--- src/rtl/bpp_pkg.sv ---
// Package: shared widths and the control-register layout for the
// byte-parity port. Assumes lanes are equal width with parity on top.
package bpp_pkg;

    localparam int unsigned BPP_LANE_W  = 9;
    localparam int unsigned BPP_LANES   = 4;
    localparam int unsigned BPP_CFG_W   = 4;

    // Control register fields, MSB first: bit3..bit0
    typedef struct packed {
        logic width_dep;   // 1: check only lanes chosen by wsel
        logic latch_flag;  // 1: error flag captured on clk
        logic gen_en;      // 1: rewrite parity bits on the way out
        logic odd;         // 1: odd parity sense
    } bpp_cfg_t;

    // Width-select codes
    localparam logic [1:0] BPP_WSEL_FULL = 2'b00;
    localparam logic [1:0] BPP_WSEL_HALF = 2'b01;

endpackage

--- src/rtl/bpp_cfg_reg.sv ---
// Module: bpp_cfg_reg
// Holds the four control bits. Loads on a write strobe at the clock
// edge. Clears on synchronous active-low reset.
// Assumes the writer holds cfg_wdata valid while cfg_we is high.
module bpp_cfg_reg
    import bpp_pkg::*;
(
    input  logic                 clk,
    input  logic                 rst_n,
    input  logic                 we,
    input  logic [BPP_CFG_W-1:0] wdata,
    output bpp_cfg_t             cfg
);

    bpp_cfg_t cfg_q;

    // Register update: clear on reset, load on write strobe
    always_ff @(posedge clk) begin
        if (!rst_n) begin
            cfg_q <= '0;
        end else if (we) begin
            cfg_q <= bpp_cfg_t'(wdata);
        end
    end

    assign cfg = cfg_q;

endmodule

--- src/rtl/bpp_lane.sv ---
// Module: bpp_lane
// One byte lane. Flags a parity error on the incoming lane under the
// chosen sense. Optionally replaces the top bit with regenerated parity.
// Assumes the parity bit is the lane MSB and covers all lower bits.
module bpp_lane #(
    parameter int unsigned LANE_W = 9
) (
    input  logic [LANE_W-1:0] lane_in,
    input  logic              odd,
    input  logic              gen_en,
    output logic [LANE_W-1:0] lane_out,
    output logic              lane_err
);

    localparam int unsigned DATA_W = LANE_W - 1;

    logic data_par;
    logic gen_bit;

    // Error and regenerated-bit computation for this lane
    always_comb begin
        data_par = ^lane_in[DATA_W-1:0];
        gen_bit  = data_par ^ odd;
        lane_err = data_par ^ lane_in[DATA_W] ^ odd;
    end

    // Output assembly: data bits pass, parity bit optionally replaced
    always_comb begin
        lane_out[DATA_W-1:0] = lane_in[DATA_W-1:0];
        lane_out[DATA_W]     = gen_en ? gen_bit : lane_in[DATA_W];
    end

endmodule

--- src/rtl/bpp_range_mask.sv ---
// Module: bpp_range_mask
// Chooses which lanes take part in the check. Full-word mode enables
// every lane. Width-dependent mode follows wsel: all lanes, the lower
// half, or lane 0 alone. Assumes LANES is even and at least 2.
module bpp_range_mask
    import bpp_pkg::*;
#(
    parameter int unsigned LANES = 4
) (
    input  logic [1:0]       wsel,
    input  logic             width_dep,
    output logic [LANES-1:0] mask
);

    localparam int unsigned HALF = LANES / 2;

    logic [LANES-1:0] half_mask;
    logic [LANES-1:0] one_mask;

    // Fixed lane patterns for the half-word and single-lane cases
    always_comb begin
        for (int i = 0; i < LANES; i++) begin
            half_mask[i] = (i < HALF);
            one_mask[i]  = (i == 0);
        end
    end

    // Lane selection by mode and width select
    always_comb begin
        if (!width_dep) begin
            mask = '1;
        end else begin
            case (wsel)
                BPP_WSEL_FULL: mask = '1;
                BPP_WSEL_HALF: mask = half_mask;
                default:       mask = one_mask;
            endcase
        end
    end

endmodule

--- src/rtl/bpp_err_flag.sv ---
// Module: bpp_err_flag
// Combines lane errors under the lane mask. Drives the flag either
// straight through or from a register captured on clk.
// Assumes lane_err and mask come from the same word.
module bpp_err_flag #(
    parameter int unsigned LANES = 4
) (
    input  logic             clk,
    input  logic             rst_n,
    input  logic [LANES-1:0] lane_err,
    input  logic [LANES-1:0] mask,
    input  logic             latch_flag,
    output logic             sel_err,
    output logic             flag
);

    logic flag_q;

    // Reduce the masked lane errors to one bit
    always_comb begin
        sel_err = |(lane_err & mask);
    end

    // Capture register, updated every edge so that a mode switch sees fresh data
    always_ff @(posedge clk) begin
        if (!rst_n) begin
            flag_q <= 1'b0;
        end else begin
            flag_q <= sel_err;
        end
    end

    // Output select between captured and flow-through flag
    always_comb begin
        flag = latch_flag ? flag_q : sel_err;
    end

endmodule

--- src/rtl/byte_parity_port.sv ---
// Module: byte_parity_port (top)
// Parity generator and checker for one port of a lane-organised data path.
// Builds one lane instance per byte, a lane-selection mask, the flag
// stage and the control register.
// Assumes din is stable around the clock edge when the flag is captured.
module byte_parity_port
    import bpp_pkg::*;
#(
    parameter int unsigned LANE_W = BPP_LANE_W,
    parameter int unsigned LANES  = BPP_LANES
) (
    input  logic                      clk,
    input  logic                      rst_n,
    input  logic                      cfg_we,
    input  logic [BPP_CFG_W-1:0]      cfg_wdata,
    input  logic [1:0]                wsel,
    input  logic [LANE_W*LANES-1:0]   din,
    output logic [LANE_W*LANES-1:0]   dout,
    output logic                      perr
);

    localparam int unsigned WORD_W = LANE_W * LANES;

    bpp_cfg_t         cfg_q;
    logic [LANES-1:0] lane_err;
    logic [LANES-1:0] lane_mask;
    logic             flag_comb;

    // Control register
    bpp_cfg_reg u_cfg (
        .clk   (clk),
        .rst_n (rst_n),
        .we    (cfg_we),
        .wdata (cfg_wdata),
        .cfg   (cfg_q)
    );

    // One lane per byte
    for (genvar k = 0; k < LANES; k++) begin : g_lane
        bpp_lane #(.LANE_W(LANE_W)) u_lane (
            .lane_in  (din[k*LANE_W +: LANE_W]),
            .odd      (cfg_q.odd),
            .gen_en   (cfg_q.gen_en),
            .lane_out (dout[k*LANE_W +: LANE_W]),
            .lane_err (lane_err[k])
        );
    end

    // Lane selection
    bpp_range_mask #(.LANES(LANES)) u_mask (
        .wsel      (wsel),
        .width_dep (cfg_q.width_dep),
        .mask      (lane_mask)
    );

    // Error flag
    bpp_err_flag #(.LANES(LANES)) u_flag (
        .clk        (clk),
        .rst_n      (rst_n),
        .lane_err   (lane_err),
        .mask       (lane_mask),
        .latch_flag (cfg_q.latch_flag),
        .sel_err    (flag_comb),
        .flag       (perr)
    );

    if (WORD_W < 2) begin : g_bad_width
        initial $error("byte_parity_port: word too narrow");
    end

endmodule

--- config.mk ---
export PLATFORM = sky130hd
export DESIGN_NAME = byte_parity_port
export DESIGN_NICKNAME = d
export VERILOG_FILES = /design/src/rtl/bpp_pkg.sv /design/src/rtl/bpp_cfg_reg.sv /design/src/rtl/bpp_lane.sv /design/src/rtl/bpp_range_mask.sv /design/src/rtl/bpp_err_flag.sv /design/src/rtl/byte_parity_port.sv
export SDC_FILE = /design/constraint.sdc
export NUM_CORES = 1
export LEC_CHECK = 0
export ABC_AREA = 1
export BUFFER_PORTS_ARGS = -buffer_cell sky130_fd_sc_hd__clkbuf_2
export CELL_PAD_IN_SITES_DETAIL_PLACEMENT = 1
export CELL_PAD_IN_SITES_GLOBAL_PLACEMENT = 2
export CORE_ASPECT_RATIO = 1.5
export CORE_MARGIN = 2
export CORE_UTILIZATION = 15
export DETAILED_ROUTE_END_ITERATION = 7
export HOLD_SLACK_MARGIN = 0.03
export PLACE_DENSITY_LB_ADDON = 0.1
export REMOVE_ABC_BUFFERS = 1
export SLEW_MARGIN = 20
export SYNTH_ARGS = -nofsm -noshare
export SYNTH_HDL_FRONTEND = slang
export SYNTH_SLANG_ARGS = --single-unit
--- constraint.sdc ---
create_clock -name clk -period 1.3 [get_ports clk]
set_input_delay 0.195 -clock clk [delete_from_list [all_inputs] [get_ports clk]]
set_output_delay 0.195 -clock clk [all_outputs]
set_load 0.02 [all_outputs]
==> results of run 1 <==
-- layout by cell type, fill, tap and decap left out, types with 3 or more instances in the layout --
cell type,n
nand2_1,82
nand3b_1,4
nand3_1,3
o21ai_0,5
clkbuf_2,76
nand2_2,14
inv_1,27
a21oi_2,5
dfxtp_1,4
xnor2_1,3
buf_4,9
xor2_1,5
clkbuf_8,6
nand3_2,7
buf_6,3
nor2_1,8
-- final cells by class --
cell class	count	area [sq um]	area share, %
clock buffers	4	45.0	2.74
inverters	28	108	6.55
multi-input cells	145	762	46.4
flip-flops and latches	5	104	6.33
well taps	80	100	6.10
repair buffers	91	523	31.9
-- flip-flops by register name, indices dropped and copies added (netlist names) --
name and cells:
u_cfg.cfg 4, u_flag.flag_q 1
-- report_power, final --
| group | switching [mW] | internal, mW | leakage (nW) | total [mW] |
|---|---|---|---|---|
| clock | 0.0768 | 0.211 | 0.0228 | 0.287 |
| sequential | 0.0142 | 0.166 | 0.0423 | 0.180 |
| combinational | 0.406 | 0.316 | 0.962 | 0.722 |
| total | 0.497 | 0.692 | 1.03 | 1.19 |
-- final timing paths --
check	start	end	slack, ns	cells past startpoint
setup / recovery	u_cfg.cfg[0]$_SDFFE_PN0P_	perr	-0.57	12
hold / removal	cfg_wdata[1]	u_cfg.cfg[1]$_SDFFE_PN0P_	0.20	3
setup reg to reg	u_cfg.cfg[0]$_SDFFE_PN0P_	u_flag.flag_q$_SDFF_PN0_	-0.16	11
hold reg to reg	u_cfg.cfg[2]$_SDFFE_PN0P_	u_cfg.cfg[2]$_SDFFE_PN0P_	0.47	2
-- critical path, delay by kind of cell, from the launching register on --
kind | cells | cell delay [ns]
AND/OR/NAND/NOR | 9 | 0.67
buffers and inverters | 2 | 0.27
flip-flops | 1 | 0.35
AO/OA/AOI/OAI | 1 | 0.14
-- per-stage QoR --
step | TNS, ns | total power [mW] | instances
after floorplan | -0.320 | 0.450 | 178
after global placement | -1.60 | 0.795 | 347
final | -2.25 | 1.19 | 353
after global routing | -2.93 | 1.30 | 353
after CTS | -2.43 | 1.16 | 352
after detailed placement | -1.52 | 0.793 | 347
-- cells in the mapped netlist --
| cell | count | area, sq um |
|---|---|---|
| a21oi_1 | 7 | 35.0 |
| buf_4 | 32 | 240 |
| nand2_1 | 97 | 364 |
| inv_1 | 28 | 105 |
| nand3_1 | 12 | 60.1 |
| a21boi_0 | 1 | 7.51 |
| o21ai_0 | 5 | 25.0 |
| or2_1 | 1 | 6.26 |
| clkbuf_1 | 1 | 3.75 |
| xor2_1 | 5 | 43.8 |
| dfxtp_1 | 5 | 100 |
| nor2_1 | 9 | 33.8 |
| nor2_2 | 1 | 6.26 |
| nand3b_1 | 4 | 30.0 |
| xnor2_1 | 3 | 26.3 |
-- routing by layer --
metal / up-vias / track usage (%) / share of wire [%]
met3: 0 / 2.33 / 7.2
li1: 727 / - / -
met2: 38 / 15.4 / 55
met4: 0 / 0.390 / 0
met1: 593 / 8.75 / 38
met5: - / 0 / 0
-- kinds of logic after synthesis --
group | synth area share [%]
and+or+nand+nor | 46.0
buffers and inverters | 32.1
AOI/OAI and AO/OA | 6.21
xor gates and xnor gates | 6.44
DFF | 9.21
-- what timing repair did --
action,4_1_cts,5_1_grt
setup buffers,3,2
setup endpoints to repair,6,6
gates resized for setup,29,21
gates cloned,0,0
pin swaps,18,15
==> metrics.md, run 1 <==
| Metric | Value |
|---|---|
| Status | `complete, but fails checks` |
| Failing checks | `negative setup slack` |
| Final core utilization | `23.0%` |
| Hold_ws | `0.201 ns` |
| Via Count | `1358` |
| Die area | `~8000 sq um` |
| Slew @ Worst Pin | `approximately 0.43 ns` |
| Pwr per Cell Area | `725 nW/um^2` |
| CP max-delay cell | `dfxtp_4` |
| Final Net Count | `319` |
| Total global routing overflow | `0` |
| Warnings from Yosys | `0` |
| HP Class | `in -> reg` |
| CTS max path bufs | `2` |
| Fin crit period | `1.87 ns` |
| Vias/cell | `3.85` |
| First-pass iteration count of the detailed router | `3` |
| Share of layout cells above drive strength 1 | `46.5%` |
| Crit-path max cell delay | `approximately 0.35 ns` |
| Core area | `7130 sq um` |
| WL/cell | `9.07 microns` |
| Data required, critical path | `1.11 ns` |
| TritonCTS clock tree | `done` |
| Crit Path Max Fanout | `3` |
| Clock skew | `between 0.003 and 0.004 ns` |
| Pre-CTS setup slack | `-0.408 ns` |
| Largest net degree at the start of global routing | `10` |
| First-pass GRT wire length | `5290 microns` |
| Worst IR Drop VDD | `0.368 mV` |
| Endpoint class of the critical path | `primary output` |
| Root buf cell | `clkbuf_8` |
| DP Wirelength | `2860 microns` |
| Drt initial violations | `11` |
| DP Area | `about 1400 sq um` |
| Static leakage power | `1.03 nW` |
| MaxCap Viol Count | `0` |
| Unrepaired setup endpoints after global routing | `true` |
| Post-Syn Area | `1090 sq um` |
| Clock Sinks | `5` |
| Final period utilization | `144%` |
| Clock slew at reported path FFs | `0.04 ns` |
| Number of global-route vias before repair | `1316` |
| Seq cells post-synth | `5` |
| Final WS setup | `-0.570 ns` |
| GP Congestion | `0.659` |
| Critical Path Start Type | `flip-flop` |
| Antenna violations before repair | `0` |
| Row count | `38` |
| Max-slew headroom | `71.4%` |
| Clk_lat worst skew | `between 0.2 and 0.25 ns` |
| Die W | `73.5 microns` |
| Antenna viol nets, final | `0` |
| Total wire length after detailed routing | `3200 microns` |
| Total CTS buffers | `3` |
| Synth-to-layout area growth | `51.0%` |
| WS Path Type | `reg -> out` |
| H-tree Lvls | `1` |
| FMAX | `535 MHz` |
| # setup viols final | `6` |
| Register area share after synthesis | `9.21%` |
| Crit-path cells | `buf_6 -> nand3_4 -> nand3_2 -> nand2_2 -> nand2_4 -> a21oi_2 -> nor2_2 -> nor2_2 -> nand2_1 -> nand2_1 -> nand2_1 -> clkbuf_8` |
| Die Y | `108 microns` |
| Hold buffers post-CTS | `0` |
| All-layer global routing usage | `7.96%` |
| Inserted Diodes | `0` |
| Top Ports | `82` |
| Final hold violation count | `0` |
| Residual DRC count | `0` |
| Slew Limit Fails | `0` |
| Fill cells | `929` |
| Port Buffer Count | `81` |
| Post-route cell area | `about 1600 sq um` |
| Initial Util | `15.2%` |
| Count of cell types in the netlist | `15` |
| Mean Syn Cell Area | `5.15 sq um` |
| CP arrival | `1.68 ns` |
| Cell mode on critical path | `nand2_1` |
| Syn Inst Count | `~210` |
(Power assumes the default switching activity.)
==> run 2, diff against run 1 <==
--- a/config.mk
+++ b/config.mk
@@ -6,17 +6,18 @@
 export NUM_CORES = 1
 export LEC_CHECK = 0
 export ABC_AREA = 1
-export BUFFER_PORTS_ARGS = -buffer_cell sky130_fd_sc_hd__clkbuf_2
 export CELL_PAD_IN_SITES_DETAIL_PLACEMENT = 1
 export CELL_PAD_IN_SITES_GLOBAL_PLACEMENT = 2
 export CORE_ASPECT_RATIO = 1.5
 export CORE_MARGIN = 2
-export CORE_UTILIZATION = 15
+export CORE_UTILIZATION = 25
 export DETAILED_ROUTE_END_ITERATION = 7
+export DONT_BUFFER_PORTS = 1
 export HOLD_SLACK_MARGIN = 0.03
 export PLACE_DENSITY_LB_ADDON = 0.1
 export REMOVE_ABC_BUFFERS = 1
 export SLEW_MARGIN = 20
 export SYNTH_ARGS = -nofsm -noshare
 export SYNTH_HDL_FRONTEND = slang
+export SYNTH_HIERARCHICAL = 1
 export SYNTH_SLANG_ARGS = --single-unit
==> run 2 against run 1 <==
  * The run still ends with negative setup slack left
  * Register-to-register slack got worse by 0.18 ns
  * Via count decreased by 9.1%
  * Global-route usage grew 2.7 points
  * Wire length is 7.9% lower
  * Critical path type unchanged
  * Synthesized cell count up 18%
  * Non-clock buffer count is 84 lower
  * Critical endpoint unchanged
  * Final cell count shrank 17%
  * Maximum frequency rose by 2.7%
  * Total power decreased by 17%
==> metrics.md, run 2 <==
| Metric | Value |
|---|---|
| Commonest non-fill, non-tap cells in the layout | `nand2_1 (92), inv_1 (42), nand2_2 (31)` |
| Die Y | `91.9 microns (-15%)` |
| Warnings from Yosys | `6 (+6)` |
| Crit Path Max Fanout | `5 (+2)` |
| H-tree Lvls | `1 (unchanged)` |
| Vias/cell | `4.20 (+9.2%)` |
| Drt initial violations | `15 (+4)` |
| Antenna violations before repair | `0 (unchanged)` |
| Antenna viol nets, final | `0 (unchanged)` |
| Share of layout cells above drive strength 1 | `28.8% (-18 points)` |
| Final WS setup | `-0.522 ns (+0.0483 ns)` |
| Die area | `5750 sq um (-28%)` |
| Data required, critical path | `1.11 ns (about the same)` |
| Total CTS buffers | `3 (unchanged)` |
| Inserted Diodes | `0 (unchanged)` |
| DP Area | `1130 sq um (-19%)` |
| Residual DRC count | `0 (unchanged)` |
| Post-Syn Area | `1290 sq um (+18%)` |
| HP Class | `in -> reg` |
| MaxCap Viol Count | `0 (unchanged)` |
| Pwr per Cell Area | `749 nW/um^2 (+3.3%)` |
| Fin crit period | `1.82 ns (-0.0483 ns)` |
| Slew Limit Fails | `0 (unchanged)` |
| All-layer global routing usage | `10.7% (+2.7 points)` |
| CP max-delay cell | `dfxtp_2` |
| CTS max path bufs | `2 (unchanged)` |
| Worst IR Drop VDD | `0.276 mV (-25%)` |
| Final hold violation count | `0 (unchanged)` |
| Final core utilization | `26.0% (+3.0 points)` |
| FMAX | `549 MHz (+2.7%)` |
| Clock Sinks | `5 (unchanged)` |
| Total global routing overflow | `0 (unchanged)` |
| First-pass iteration count of the detailed router | `2 (-1)` |
| Static leakage power | `0.821 nW (-20%)` |
| Root buf cell | `clkbuf_8` |
| Die W | `62.6 microns (-15%)` |
| Endpoint class of the critical path | `primary output` |
| Initial Util | `25.5% (+10 points)` |
| Synth-to-layout area growth | `2.14%` |
| CP arrival | `1.63 ns (-0.05 ns)` |
| Crit-path cells | `buf_6 -> inv_2 -> nand2_2 -> nand2_2 -> nand2_2 -> nand2_2 -> nand2_2 -> nand2_1 -> nand2_1 -> nand2_1 -> nand2_1 -> nand2_2 -> o21ai_2 -> nand2_2` |
| DP Wirelength | `2580 microns (-9.7%)` |
| Final Net Count | `272 (-15%)` |
| Top Ports | `82 (unchanged)` |
| Clk_lat worst skew | `0.23 ns (about the same)` |
| TritonCTS clock tree | `done` |
| Largest net degree at the start of global routing | `10 (unchanged)` |
| Row count | `32 (-16%)` |
| Syn Inst Count | `250 (+18%)` |
| Total wire length after detailed routing | `2950 microns (-7.9%)` |
| Critical Path Start Type | `flip-flop` |
| Cell mode on critical path | `nand2_2` |
| Final period utilization | `140% (-3.7 points)` |
| Unrepaired setup endpoints after global routing | `true` |
| Clock slew at reported path FFs | `0.04 ns (about the same)` |
| Failing checks | `negative setup slack` |
| Core area | `5040 sq um (-29%)` |
| Internal reg-to-reg setup slack | `-0.34 ns (-0.18 ns)` |
| WL/cell | `10.0 microns (+11%)` |
| Max reg flops | `4 (unchanged)` |
| Port Buffer Count | `0 (-100%)` |
| First-pass GRT wire length | `4930 microns (-6.7%)` |
| Tot Pwr | `0.984 mW (-17%)` |
| Clock skew | `0.00715 ns (+0.00405 ns)` |
| Most common cell after layout, fill and taps aside | `nand2_1` |
| Number of global-route vias before repair | `1191 (-9.5%)` |
| WS Path Type | `reg -> out` |
| Via Count | `1235 (-9.1%)` |
| # setup viols final | `6 (unchanged)` |
| Status | `complete, but fails checks` |
| Mean Syn Cell Area | `5.14 sq um (-0.16%)` |
| Post-route cell area | `1310 sq um (-20%)` |
| GP Congestion | `0.712 (+7.9%)` |
| Crit-path max cell delay | `0.33 ns (-0.02 ns)` |
## run 2: repair_timing
item                       4_1_cts  5_1_grt
setup endpoints to repair        6        6
pin swaps                        7       20
hold buffers                     0        0
resized for setup               13       20
setup buffers                    1        2
## run 2: final timing paths
check                           cells after the start                       from                   endpoint
worst max-delay path                               14  u_cfg/cfg[0]$_SDFFE_PN0P_                       perr
worst min register to register                      2  u_cfg/cfg[3]$_SDFFE_PN0P_  u_cfg/cfg[3]$_SDFFE_PN0P_
worst max register to register                     15  u_cfg/cfg[0]$_SDFFE_PN0P_   u_flag/flag_q$_SDFF_PN0_
worst min-delay path                                1                      rst_n   u_flag/flag_q$_SDFF_PN0_
## run 2: power breakdown
part | switching, mW | internal, mW
Sequential | 0.0129 | 0.168
Clock | 0.0878 | 0.212
Combinational | 0.298 | 0.205
## run 2: final cells by class
type,count,area (sq um)
Fill cell,689,3730
Multi-Input combinational cell,165,850
Inverter,45,169
Sequential cell,5,101
Tap cell,68,85.1
Timing Repair Buffer,7,63.8
Clock buffer,4,45.0
## run 2: worst max-delay path: cells and delay by family, from the launching register on
family                 cells  cell delay, ns
AOI/OAI and AO/OA          1            0.15
buffers and inverters      2            0.17
DFF                        1            0.33
and+or+nand+nor           11            0.75
## run 2: metal layers
metal	routed length (microns)	GRT usage [%]	vias up	share of wire, %
met3	172	2.45	4	5.8
li1	-	-	645	-
met5	0	0	-	0
met1	933	9.34	559	32
met4	55	5.37	0	1.9
met2	1790	21.8	27	61
## run 2: through the flow
step	instances	setup TNS (ns)	hold WS, ns	setup WS [ns]
after global routing	294	-2.25	0.0882	-0.654
final	294	-1.66	0.0916	-0.522
after floorplan	215	-0.185	0.312	-0.181
after global placement	287	-0.510	0.315	-0.296
after detailed placement	287	-0.579	0.317	-0.320
after CTS	292	-1.62	0.0849	-0.505
